### src/rtl/line_irq_pkg.sv
package line_irq_pkg;

  // Trigger codes; bit 0 selects edge, bit 1 selects high/rising polarity
  typedef enum logic [1:0] {
    TRIG_LOW_LVL  = 2'd0,
    TRIG_FALL     = 2'd1,
    TRIG_HIGH_LVL = 2'd2,
    TRIG_RISE     = 2'd3
  } trig_e;

  // Strobes from register decode to the datapath
  typedef struct packed {
    logic       wrMode;
    logic       wrEna;
    logic       ackPend;
    logic [1:0] wBits;
  } regStb_t;

  localparam int unsigned OFS_MODE   = 32'h00;
  localparam int unsigned OFS_PEND   = 32'h04;
  localparam int unsigned OFS_ENA_LO = 32'h08;
  localparam int unsigned OFS_ENA_HI = 32'h34;

endpackage

### src/rtl/line_irq_regif.sv
module line_irq_regif
  import line_irq_pkg::*;
#(
  parameter int ADDR_W    = 8,
  parameter int DATA_W    = 32,
  parameter bit ENA_AT_34 = 1'b0
) (
  input  logic              busValid,
  input  logic              busWrite,
  input  logic [ADDR_W-1:0] busAddr,
  input  logic [DATA_W-1:0] busWdata,
  input  trig_e             modeQ,
  input  logic              enaQ,
  input  logic              pendQ,
  output regStb_t           stb,
  output logic [DATA_W-1:0] busRdata,
  output logic              busReady
);

  localparam logic [ADDR_W-1:0] MODE_ADDR = ADDR_W'(OFS_MODE);
  localparam logic [ADDR_W-1:0] PEND_ADDR = ADDR_W'(OFS_PEND);
  localparam logic [ADDR_W-1:0] ENA_ADDR  =
    ENA_AT_34 ? ADDR_W'(OFS_ENA_HI) : ADDR_W'(OFS_ENA_LO);

  logic hitMode, hitPend, hitEna, doWr, doRd;

  always_comb begin
    hitMode = (busAddr == MODE_ADDR);
    hitPend = (busAddr == PEND_ADDR);
    hitEna  = (busAddr == ENA_ADDR);
    doWr    = busValid && busWrite;
    doRd    = busValid && !busWrite;

    stb.wrMode  = doWr && hitMode;
    stb.wrEna   = doWr && hitEna;
    stb.ackPend = doWr && hitPend && busWdata[0];
    stb.wBits   = busWdata[1:0];

    busRdata = '0;
    if (doRd) begin
      if (hitMode)     busRdata[1:0] = modeQ;
      else if (hitPend) busRdata[0]  = pendQ;
      else if (hitEna)  busRdata[0]  = enaQ;
    end
  end

  assign busReady = busValid;

endmodule

### src/rtl/line_irq_sense_dp.sv
module line_irq_sense_dp
  import line_irq_pkg::*;
#(
  parameter int SYNC_STAGES = 2
) (
  input  logic    clk,
  input  logic    rstN,
  input  logic    irqPin,
  input  regStb_t stb,
  output trig_e   modeQ,
  output logic    enaQ,
  output logic    pendQ,
  output logic    evt,
  output logic    irqOut
);

  logic [SYNC_STAGES-1:0] syncQ;
  logic pinNow, prevQ;

  // Synchroniser chain, idle-high so the default low-level mode starts quiet
  for (genvar s = 0; s < SYNC_STAGES; s++) begin : g_sync
    always_ff @(posedge clk or negedge rstN) begin
      if (!rstN)   syncQ[s] <= 1'b1;
      else if (s == 0) syncQ[s] <= irqPin;
      else         syncQ[s] <= syncQ[(s == 0) ? 0 : s-1];
    end
  end

  assign pinNow = syncQ[SYNC_STAGES-1];

  // Reference sample, reloaded every cycle (mode writes included)
  always_ff @(posedge clk or negedge rstN) begin
    if (!rstN) prevQ <= 1'b1;
    else       prevQ <= pinNow;
  end

  always_comb begin
    unique case (modeQ)
      TRIG_LOW_LVL:  evt = !pinNow;
      TRIG_FALL:     evt = prevQ && !pinNow;
      TRIG_HIGH_LVL: evt = pinNow;
      TRIG_RISE:     evt = !prevQ && pinNow;
      default:       evt = 1'b0;
    endcase
  end

  always_ff @(posedge clk or negedge rstN) begin
    if (!rstN) begin
      modeQ <= TRIG_LOW_LVL;
      enaQ  <= 1'b0;
      pendQ <= 1'b0;
    end else begin
      if (stb.wrMode) modeQ <= trig_e'(stb.wBits);
      if (stb.wrEna)  enaQ  <= stb.wBits[0];
      pendQ <= evt || (pendQ && !stb.ackPend);
    end
  end

  assign irqOut = pendQ && enaQ;

endmodule

### src/rtl/line_irq_sense.sv
module line_irq_sense
  import line_irq_pkg::*;
#(
  parameter int ADDR_W      = 8,
  parameter int DATA_W      = 32,
  parameter bit ENA_AT_34   = 1'b0,
  parameter int SYNC_STAGES = 2
) (
  input  logic              clk,
  input  logic              rstN,
  input  logic              irqPin,
  input  logic              busValid,
  input  logic              busWrite,
  input  logic [ADDR_W-1:0] busAddr,
  input  logic [DATA_W-1:0] busWdata,
  output logic [DATA_W-1:0] busRdata,
  output logic              busReady,
  output logic              irqOut
);

  regStb_t regStb;
  trig_e   modeQ;
  logic    enaQ, pendQ, dpEvt;

  line_irq_regif #(.ADDR_W(ADDR_W), .DATA_W(DATA_W), .ENA_AT_34(ENA_AT_34)) u_regif (
    .busValid(busValid), .busWrite(busWrite), .busAddr(busAddr), .busWdata(busWdata),
    .modeQ(modeQ), .enaQ(enaQ), .pendQ(pendQ),
    .stb(regStb), .busRdata(busRdata), .busReady(busReady)
  );

  line_irq_sense_dp #(.SYNC_STAGES(SYNC_STAGES)) u_dp (
    .clk(clk), .rstN(rstN), .irqPin(irqPin), .stb(regStb),
    .modeQ(modeQ), .enaQ(enaQ), .pendQ(pendQ), .evt(dpEvt), .irqOut(irqOut)
  );

endmodule

### config.mk
export PLATFORM = sky130hd
export DESIGN_NAME = line_irq_sense
export DESIGN_NICKNAME = d
export VERILOG_FILES = /design/src/rtl/line_irq_pkg.sv /design/src/rtl/line_irq_regif.sv /design/src/rtl/line_irq_sense_dp.sv /design/src/rtl/line_irq_sense.sv
export SDC_FILE = /design/constraint.sdc
export NUM_CORES = 1
export LEC_CHECK = 0
export CORE_UTILIZATION = 29
export CTS_BUF_LIST = sky130_fd_sc_hd__clkbuf_4
export DETAILED_ROUTE_END_ITERATION = 12
export PLACE_DENSITY = 0.88
export SYNTH_ARGS = -nofsm -noshare
export SYNTH_HDL_FRONTEND = slang
export SYNTH_HIERARCHICAL = 1
export SYNTH_SLANG_ARGS = --single-unit
### constraint.sdc
create_clock -name clk -period 2.29 [get_ports clk]
set_clock_uncertainty 0.1 [all_clocks]
set_input_delay 0.687 -clock clk [delete_from_list [all_inputs] [get_ports clk]]
set_output_delay 0.687 -clock clk [all_outputs]
set_load 0.005 [all_outputs]
==> flow_metrics.py, run 1 <==
metrics = {
    "outcome": {
        "run_status": "completed",
    },
    "floorplan": {
        "die_height_um": 49.2,
        "floorplan.io_pins": 79,
        "placementRows": 16,
        "die_boundary_width_um": 49.2,
        "initial_utilization": 0.320,
        "die_area_um2": 2420,
        "standard_cell_core_area_um2": 2020,
    },
    "global_routing": {
        "antenna_found_initial": 0,
        "grt_max_degree": 8,
        "groute.usage.overall": 0.0950,
        "grt_first_pass_wirelength_um": 1770,
        "grt_pass1_vias": 436,
        "grt.overflow.total": 0,
    },
    "run": {
        "drv_cap": 0,
    },
    "cts": {
        "cts.sinks": 7,
        "clk_transition_reported_paths_ns": 0.05,
        "post-cts-setup-buffers": 0,
        "cts.path.max_buffers": 2,
        "tritoncts": "built",
        "h-tree-depth": 1,
        "clockRootBuffer": "sky130_fd_sc_hd__clkbuf_4",
        "tritoncts.num_buffers": 3,
        "clk-insertion-delay-late_ns": 0.24,
    },
    "sta": {
        "min_period_ns": 2.25,
        "finalHoldViolations": 0,
        "unrepaired_setup_endpoints_after_global_routing": "yes",
        "layout_worst_path_cycle_share": 0.982,
        "fmax_mhz": 445,
        "drv_slew": 0,
        "setup_viol": 0,
    },
    "synth": {
        "syn_area_per_cell_um2": 9.51,
        "yosysSeqAreaShare": 0.277,
        "synth_area_um2": 647,
        "synthesis.yosys.warnings": 6,
        "synth_cell_types": 23,
        "syn_inst": 68,
        "postSynth.topFlopCell": "sky130_fd_sc_hd__dfrtp_1",
        "synth_seq_cells": 7,
        "synth-edff-count": 0,
        "async_reset_ff_frac": 1.00,
    },
    "finish": {
        "filler_cell_count": 214,
        "drive_above_1_share": 0.370,
        "areaGrowthSynthToFinish_pct": 21.5,
        "seqCellArea_um2": 179,
        "antenna_diode_count": 0,
        "multi_input_comb_area_um2": 350,
        "post_layout_nonfiller_instances": 119,
        "finalNetCount": 138,
    },
    "worst_setup_path": {
        "worst_setup_start_kind": "input port",
        "path_max_fanout": 2,
        "worst_ep_required_time_ns": 1.50,
        "crit_path_end_kind": "output port",
        "critPathArrivalTime_ns": 1.46,
        "critPathKind": "input port to output port",
    },
    "power_and_ir_drop": {
        "leak_pwr_nw": 0.403,
        "power_density_nw_per_um2": 405,
        "peakVddDrop_v": 0.000224,
        "power_mw": 0.318,
    },
    "placement": {
        "place_inst": 115,
        "finalWeightedCongestion": 0.674,
        "io_buffers": 18,
        "dp_hpwl_um": 933,
    },
    "detailed_routing": {
        "routedWlPerCell_um": 8.84,
        "drt_iter0_markers": 2,
        "drc": 0,
        "drt_wl_total_um": 1050,
        "drt-vias-per-instance": 3.80,
        "dr_total_vias": 452,
        "ant_nets": 0,
        "drt_pre_antenna_iters": 2,
    },
    "hold_path": {
        "hold_path_class": "register to register",
    },
}
==> cells in the final DEF (no fill, tap or decap), drive strengths merged <==
cell type	instances
conb	30
buf	17
clkdlybuf4s50	6
clkbuf	5
dfrtp	4
inv	3
dfstp	3
mux2	3
nor2	2
nand2	2
and4	2
and3	2
nor3	2
xnor2	1
xor2	1
a21oi	1
a21o	1
and2	1
nand2b	1
nor4	1
o21ai	1
a2111oi	1
nor4b	1
and4b	1
==> sequential cells by signal, indices dropped and copies added, names as in the netlist <==
register,flops
u_dp/pinNow,1
u_dp/pendQ,1
u_dp/modeQ,2
u_dp/syncQ,1
u_dp/enaQ,1
u_dp/prevQ,1
==> final cells by class <==
type | instances | area share
sequential | 7 | 0.228
timing repair buffer | 24 | 0.231
clock buffer | 4 | 0.0382
multi-input combinational | 54 | 0.446
tap | 27 | 0.0430
inverter | 3 | 0.0143
==> repair_timing <==
action,in CTS,in global routing
setup endpoints to repair,3,2
pin swaps,5,4
gates resized for setup,49,4
hold buffers,0,0
==> critical path, stage by stage <==
cell                        delay, ns
sky130_fd_sc_hd__buf_6           0.10
sky130_fd_sc_hd__buf_6           0.11
sky130_fd_sc_hd__a2111oi_4       0.25
sky130_fd_sc_hd__and4_1          0.21
sky130_fd_sc_hd__buf_2           0.11
==> kinds of logic (layout without fill, tap and decap cells) <==
group | after synthesis | count (layout) | synth area share
buffers and inverters | 36 | 31 | 0.400
DFF | 7 | 7 | 0.277
muxes | 3 | 3 | 0.0522
AOI/OAI and AO/OA | 4 | 4 | 0.0561
other | 1 | 30 | 0.00580
and+or+nand+nor | 15 | 15 | 0.182
xor gates and xnor gates | 2 | 2 | 0.0271
==> final timing paths <==
check	startpoint	end	slack [ns]	cells after the start
worst max register to register	u_dp/pinNow	u_dp/pendQ	1.16	3
worst min-delay path	u_dp/syncQ[0]	u_dp/pinNow	0.26	0
worst max-delay path	busAddr[1]	busRdata[0]	0.04	5
min in group asynchronous	rstN	u_dp/modeQ[0]	0.60	1
worst min register to register	u_dp/syncQ[0]	u_dp/pinNow	0.26	0
max in group asynchronous	rstN	u_dp/pinNow	1.21	1
==> through the flow <==
step           utilization  TNS (ns)  hold slack (ns)  instance area [um2]  setup WS (ns)
6_report             0.389         0            0.261                  786         0.0409
5_1_grt              0.389   -0.0273            0.270                  786        -0.0147
4_1_cts              0.390   -0.0184            0.263                  790        -0.0184
3_5_place_dp         0.379     -2.07            0.254                  767         -0.775
3_3_place_gp         0.379     -2.03            0.247                  767         -0.780
2_1_floorplan            -         0            0.245                  756          0.205
==> metal layers <==
layer  vias to the layer above  track usage  part of all wire
met1                       207       0.0883              0.32
met4                         0       0.0588                 0
met3                         0       0.0156             0.097
met5                         -            0                 0
met2                        36        0.187              0.58
li1                        209            -                 -
==> where the power goes <==
| part | switching, mW | leakage [nW] | internal [mW] | total (mW) |
|---|---|---|---|---|
| logic | 0.0345 | 0.303 | 0.0314 | 0.0658 |
| clock network | 0.0412 | 0.0184 | 0.0780 | 0.119 |
| registers | 0.00267 | 0.0819 | 0.130 | 0.133 |
| total | 0.0784 | 0.403 | 0.240 | 0.318 |
==> cell usage after synthesis (all sizes together), types with 2 or more instances <==
master,number,area (um2)
buf,33,248
dfrtp,4,100
dfstp,3,78.8
inv,3,11.3
mux2,3,33.8
and3,2,15.0
and4,2,17.5
nand2,2,7.51
nor2,2,7.51
nor3,2,10.0
(Power assumes the default switching activity.)
==> inputs of run 2 (changes only) <==
--- a/config.mk
+++ b/config.mk
@@ -8,7 +8,7 @@
 export CORE_UTILIZATION = 29
 export CTS_BUF_LIST = sky130_fd_sc_hd__clkbuf_4
 export DETAILED_ROUTE_END_ITERATION = 12
-export PLACE_DENSITY = 0.88
+export PLACE_DENSITY_LB_ADDON = 0.12
 export SYNTH_ARGS = -nofsm -noshare
 export SYNTH_HDL_FRONTEND = slang
 export SYNTH_HIERARCHICAL = 1
==> run 2 against run 1 <==
The flow now finishes with violations (negative setup slack). Count of clock-buffer cells in the layout is the same. Combinational power shrank 3%. Critical path type unchanged. Clock power is essentially flat. Largest cell class unchanged. Via count shrank 2.4%. Utilization grew 0.12 points. Cell count grew 0.84%. Final area grew 0.32%.
==> flow_metrics.py, run 2 (synthesis results as in run 1) <==
metrics = {
    "placement": {
        "finalWeightedCongestion": 0.675,
        "io_buffers": 18,
        "place_ws_ns": -0.794,
        "dp_hpwl_um": 866,
        "placement.cell_area_um2": 767,
    },
    "finish": {
        "drive_above_1_share": 0.387,
        "top_register": "u_dp/modeQ",
        "areaGrowthSynthToFinish_pct": 21.9,
        "finalNetCount": 139,
        "post-route-util": 0.390,
        "largest_register_ffs": 2,
        "layout.cells.most_common_list": "sky130_fd_sc_hd__conb_1, sky130_fd_sc_hd__buf_2, sky130_fd_sc_hd__buf_4",
        "stdcell_area_um2": 788,
        "filler_cell_count": 215,
        "final_common_cell": "sky130_fd_sc_hd__conb_1",
        "antenna_diode_count": 0,
        "multi_input_comb_area_um2": 353,
        "seqCellArea_um2": 179,
    },
    "cts": {
        "cts.sinks": 7,
        "cts.path.max_buffers": 2,
        "h-tree-depth": 1,
        "clk-insertion-delay-late_ns": 0.24,
        "post_cts_hold_buffer_count": 0,
        "clk_transition_reported_paths_ns": 0.05,
        "tritoncts": "built",
        "tritoncts.num_buffers": 3,
        "clockRootBuffer": "sky130_fd_sc_hd__clkbuf_4",
    },
    "worst_setup_path": {
        "crit_path_end_kind": "output port",
        "worst_setup_start_kind": "input port",
        "r2r-end": "u_dp/pendQ",
        "reg2reg_from": "u_dp/pinNow",
        "path_max_fanout": 2,
        "critPathKind": "input port to output port",
        "r2r_setup_slack_ns": 1.17,
        "worst_ep_required_time_ns": 1.50,
        "worst_r2r_path_depth": 3,
        "critPathArrivalTime_ns": 1.52,
    },
    "power_and_ir_drop": {
        "power_mw": 0.314,
        "power_density_nw_per_um2": 398,
        "leak_pwr_nw": 0.407,
        "peakVddDrop_v": 0.000285,
    },
    "hold_path": {
        "hold_path.startpoint": "u_dp/syncQ[0]",
        "hold_path_depth": 0,
        "hold_critical_path_endpoint": "u_dp/pinNow",
        "hold_path_class": "register to register",
    },
    "outcome": {
        "run_status": "finished with violations",
        "failing_checks": "negative setup slack",
    },
    "floorplan": {
        "die_boundary_width_um": 49.2,
        "initial_utilization": 0.320,
        "standard_cell_core_area_um2": 2020,
        "die_height_um": 49.2,
        "floorplan.io_pins": 79,
        "die_area_um2": 2420,
        "placementRows": 16,
    },
    "run": {
        "drv_cap": 0,
    },
    "sta": {
        "drv_slew": 0,
        "unrepaired_setup_endpoints_after_global_routing": "yes",
        "fmax_mhz": 433,
        "setup_viol": 1,
        "min_period_ns": 2.31,
        "layout_worst_path_cycle_share": 1.01,
        "finalHoldViolations": 0,
        "totalNegativeSetupSlack_ns": -0.0218,
        "postLayoutSetupSlackWorst_ns": -0.0218,
    },
    "detailed_routing": {
        "drt_wl_total_um": 1040,
        "drt_iter0_markers": 0,
        "drt-vias-per-instance": 3.68,
        "dr_total_vias": 441,
        "drt_pre_antenna_iters": 1,
        "drc": 0,
        "ant_nets": 0,
        "routedWlPerCell_um": 8.63,
    },
    "global_routing": {
        "grt_first_pass_wirelength_um": 1710,
        "antenna_found_initial": 0,
        "groute.usage.overall": 0.0923,
        "grt.overflow.total": 0,
        "grt_max_degree": 8,
        "grt_pass1_vias": 399,
    },
}
[run 2: changes by cell type in the layout (fill, tap and decap cells not counted), sizes merged]
cell | before | now
clkbuf | 5 | 4
buf | 17 | 19
[run 2: how the worst max path moves through the flow]
| stage | start | end | slack [ns] | cells after the start |
|---|---|---|---|---|
| 2_1_floorplan | busAddr[4] | busRdata[1] | 0.21 | 3 |
| 3_3_place_gp | busValid | busRdata[1] | -0.78 | 5 |
| 3_5_place_dp | busValid | busRdata[1] | -0.79 | 5 |
| 4_1_cts | busAddr[4] | busRdata[1] | -0.05 | 5 |
| 5_1_grt | busAddr[4] | busRdata[1] | -0.07 | 5 |
| 6_report | busAddr[4] | busRdata[1] | -0.02 | 5 |
[run 2: area by class of cell]
| cell class | count | area share |
|---|---|---|
| clock buffer | 4 | 0.0381 |
| inverter | 3 | 0.0143 |
| multi-input combinational | 54 | 0.448 |
| sequential | 7 | 0.227 |
| tap | 27 | 0.0429 |
| timing repair buffer | 25 | 0.230 |
[run 2: timing repair]
item / 4_1_cts / 5_1_grt
endpoints found under the setup margin: 3 / 2
gates resized for setup: 46 / 9
pin swaps: 6 / 5
setup buffers: 1 / 1
[run 2: report_power, final]
part / switching, mW / internal, mW / total, mW
Combinational: 0.0341 / 0.0298 / 0.0640
Clock: 0.0391 / 0.0779 / 0.117
Sequential: 0.00260 / 0.130 / 0.133
Total: 0.0759 / 0.238 / 0.314
[run 2: per-layer routing]
layer	vias to the layer above	GRT usage	share of wire
met3	0	0.0218	0.10
met2	30	0.155	0.49
met5	-	0	0
met1	200	0.109	0.41
li1	211	-	-
met4	0	0.0441	0
[run 2: worst max-delay path: stages]
cell and delay (ns):
sky130_fd_sc_hd__buf_6 0.09, sky130_fd_sc_hd__nand2b_4 0.15, sky130_fd_sc_hd__nor4b_4 0.27, sky130_fd_sc_hd__and4b_1 0.22, sky130_fd_sc_hd__buf_2 0.12
[run 2: stage by stage]
step,instances,hold WS (ns)
floorplan,97,0.245
global placement,115,0.251
detailed placement,115,0.248
CTS,120,0.255
global route,120,0.260
finish,120,0.253
==> inputs of run 3 (changes only) <==
--- a/config.mk
+++ b/config.mk
@@ -5,8 +5,7 @@
 export SDC_FILE = /design/constraint.sdc
 export NUM_CORES = 1
 export LEC_CHECK = 0
-export CORE_UTILIZATION = 29
-export CTS_BUF_LIST = sky130_fd_sc_hd__clkbuf_4
+export CORE_UTILIZATION = 28
 export DETAILED_ROUTE_END_ITERATION = 12
 export PLACE_DENSITY_LB_ADDON = 0.12
 export SYNTH_ARGS = -nofsm -noshare
==> run 3 against run 2 <==
The flow still finishes with violations (negative setup slack). Total power is 0.84% lower. Cell count up 3.3%. Sequential share of layout area is 1.1 points lower. Global-route usage about the same. Routed wire length down 0.58%. Die area grew 3.4%. Utilization shrank 1.1 points. Non-clock buffer count up 3. Clock power shrank 9%. First-iteration DRC count is 1 higher. Critical path type unchanged. Critical endpoint unchanged. Largest power group unchanged. Highest routed layer unchanged.
==> flow_metrics.py, run 3 (synthesis results as in run 1) <==
metrics = {
    "placement": {
        "finalWeightedCongestion": 0.739,
        "place_inst": 116,
        "dp_hpwl_um": 834,
        "placement.cell_area_um2": 768,
        "io_buffers": 18,
        "place_ws_ns": -0.773,
    },
    "detailed_routing": {
        "drt_wl_total_um": 1030,
        "dr_total_vias": 450,
        "routedWlPerCell_um": 8.30,
        "drc": 0,
        "drt_pre_antenna_iters": 4,
        "ant_nets": 0,
        "drt-vias-per-instance": 3.63,
        "drt_iter0_markers": 1,
    },
    "global_routing": {
        "top_usage_layer": "met2",
        "grt_pass1_vias": 415,
        "grt.overflow.total": 0,
        "grt.met2_usage": 0.140,
        "grtUsageMet3": 0.0185,
        "grt_max_degree": 8,
        "groute.usage.overall": 0.0921,
        "grt_first_pass_wirelength_um": 1750,
        "global_route.usage.met1": 0.117,
        "antenna_found_initial": 0,
    },
    "finish": {
        "final_common_cell": "sky130_fd_sc_hd__conb_1",
        "largest_register_ffs": 2,
        "seqCellArea_um2": 179,
        "areaGrowthSynthToFinish_pct": 28.2,
        "top_register": "u_dp/modeQ",
        "antenna_diode_count": 0,
        "post_layout_nonfiller_instances": 124,
        "finalNetCount": 142,
        "stdcell_area_um2": 830,
        "layout.cells.most_common_list": "sky130_fd_sc_hd__conb_1, sky130_fd_sc_hd__buf_2, sky130_fd_sc_hd__buf_4",
        "drive_above_1_share": 0.385,
        "multi_input_comb_area_um2": 357,
        "filler_cell_count": 229,
    },
    "sta": {
        "min_period_ns": 2.30,
        "drv_slew": 0,
        "unrepaired_setup_endpoints_after_global_routing": "yes",
        "setup_viol": 1,
        "fmax_mhz": 436,
        "layout_worst_path_cycle_share": 1.00,
        "finalHoldViolations": 0,
        "postLayoutSetupSlackWorst_ns": -0.00602,
        "totalNegativeSetupSlack_ns": -0.00602,
    },
    "worst_setup_path": {
        "crit_chain": "buf_6 > nand2b_4 > nor4b_4 > and4b_1 > buf_2",
        "slowest_delay_ns": 0.26,
        "worst_ep_required_time_ns": 1.50,
        "crit_path_end_kind": "output port",
        "critPathKind": "input port to output port",
        "critPathArrivalTime_ns": 1.51,
        "path_max_fanout": 2,
        "slowest_stage": "sky130_fd_sc_hd__nor4b_4",
        "critical_path.n_buffers_inverters": 2,
        "worst_setup_start_kind": "input port",
        "path_delay_family": "simple AND/OR/NAND/NOR gates",
    },
    "floorplan": {
        "placementRows": 17,
        "standard_cell_core_area_um2": 2190,
        "die_height_um": 50.1,
        "initial_utilization": 0.295,
        "die_boundary_width_um": 50.1,
        "floorplan.io_pins": 79,
        "die_area_um2": 2510,
    },
    "outcome": {
        "failing_checks": "negative setup slack",
        "run_status": "finished with violations",
    },
    "power_and_ir_drop": {
        "peakVddDrop_v": 0.000208,
        "leak_pwr_nw": 0.426,
        "power_density_nw_per_um2": 375,
    },
    "cts": {
        "clk-insertion-delay-late_ns": 0.24,
        "cts.sinks": 7,
        "cts.path.max_buffers": 2,
        "tritoncts.num_buffers": 3,
        "tritoncts": "built",
        "post_cts_hold_buffer_count": 0,
        "clockRootBuffer": "sky130_fd_sc_hd__clkbuf_4",
        "h-tree-depth": 1,
        "clk_transition_reported_paths_ns": 0.05,
    },
    "run": {
        "drv_cap": 0,
    },
    "hold_path": {
        "hold_path_class": "register to register",
    },
}
run 3: cell types whose count changed in the layout (fill, tap and decap cells not counted), sizes merged:
cell  change
buf       +3
run 3: path summary, 6_finish.rpt:
kind	from	end	slack, ns	depth (start not counted)
setup / recovery	busAddr[4]	busRdata[1]	-0.006	5
hold / removal	u_dp/syncQ[0]	u_dp/pinNow	0.25	0
setup reg to reg	u_dp/pinNow	u_dp/pendQ	1.18	3
hold reg to reg	u_dp/syncQ[0]	u_dp/pinNow	0.25	0
max in group asynchronous	rstN	u_dp/syncQ[0]	1.22	1
min in group asynchronous	rstN	u_dp/modeQ[1]	0.59	1
run 3: power by group:
part | leakage, nW | total [mW] | internal [mW] | switching (mW)
sequential | 0.0819 | 0.133 | 0.130 | 0.00250
clock | 0.0150 | 0.107 | 0.0662 | 0.0408
combinational | 0.329 | 0.0716 | 0.0357 | 0.0359
run 3: routing by layer:
| layer | share of wire | up-vias | wire, um |
|---|---|---|---|
| li1 | - | 220 | - |
| met1 | 0.45 | 201 | 460 |
| met2 | 0.45 | 29 | 468 |
| met3 | 0.098 | 0 | 101 |
| met4 | 0 | 0 | 0 |
| met5 | 0 | - | 0 |
run 3: stage by stage:
step	power, mW	utilization	hold WS (ns)
floorplan	0.198	-	0.245
global placement	0.201	0.351	0.249
detailed placement	0.201	0.351	0.248
CTS	0.316	0.372	0.255
global route	0.334	0.379	0.256
finish	0.311	0.379	0.253
run 3: repair_timing:
action	4_1_cts	5_1_grt
gates resized for setup	55	5
endpoints found under the setup margin	3	2
pin swaps	6	4
buffers inserted	3	1
gates cloned	0	0
run 3: cell type report:
class,instances,area share
sequential,7,0.216
multi-input combinational,54,0.430
inverter,3,0.0136
timing repair buffer,28,0.267
clock buffer,4,0.0317
tap,28,0.0422
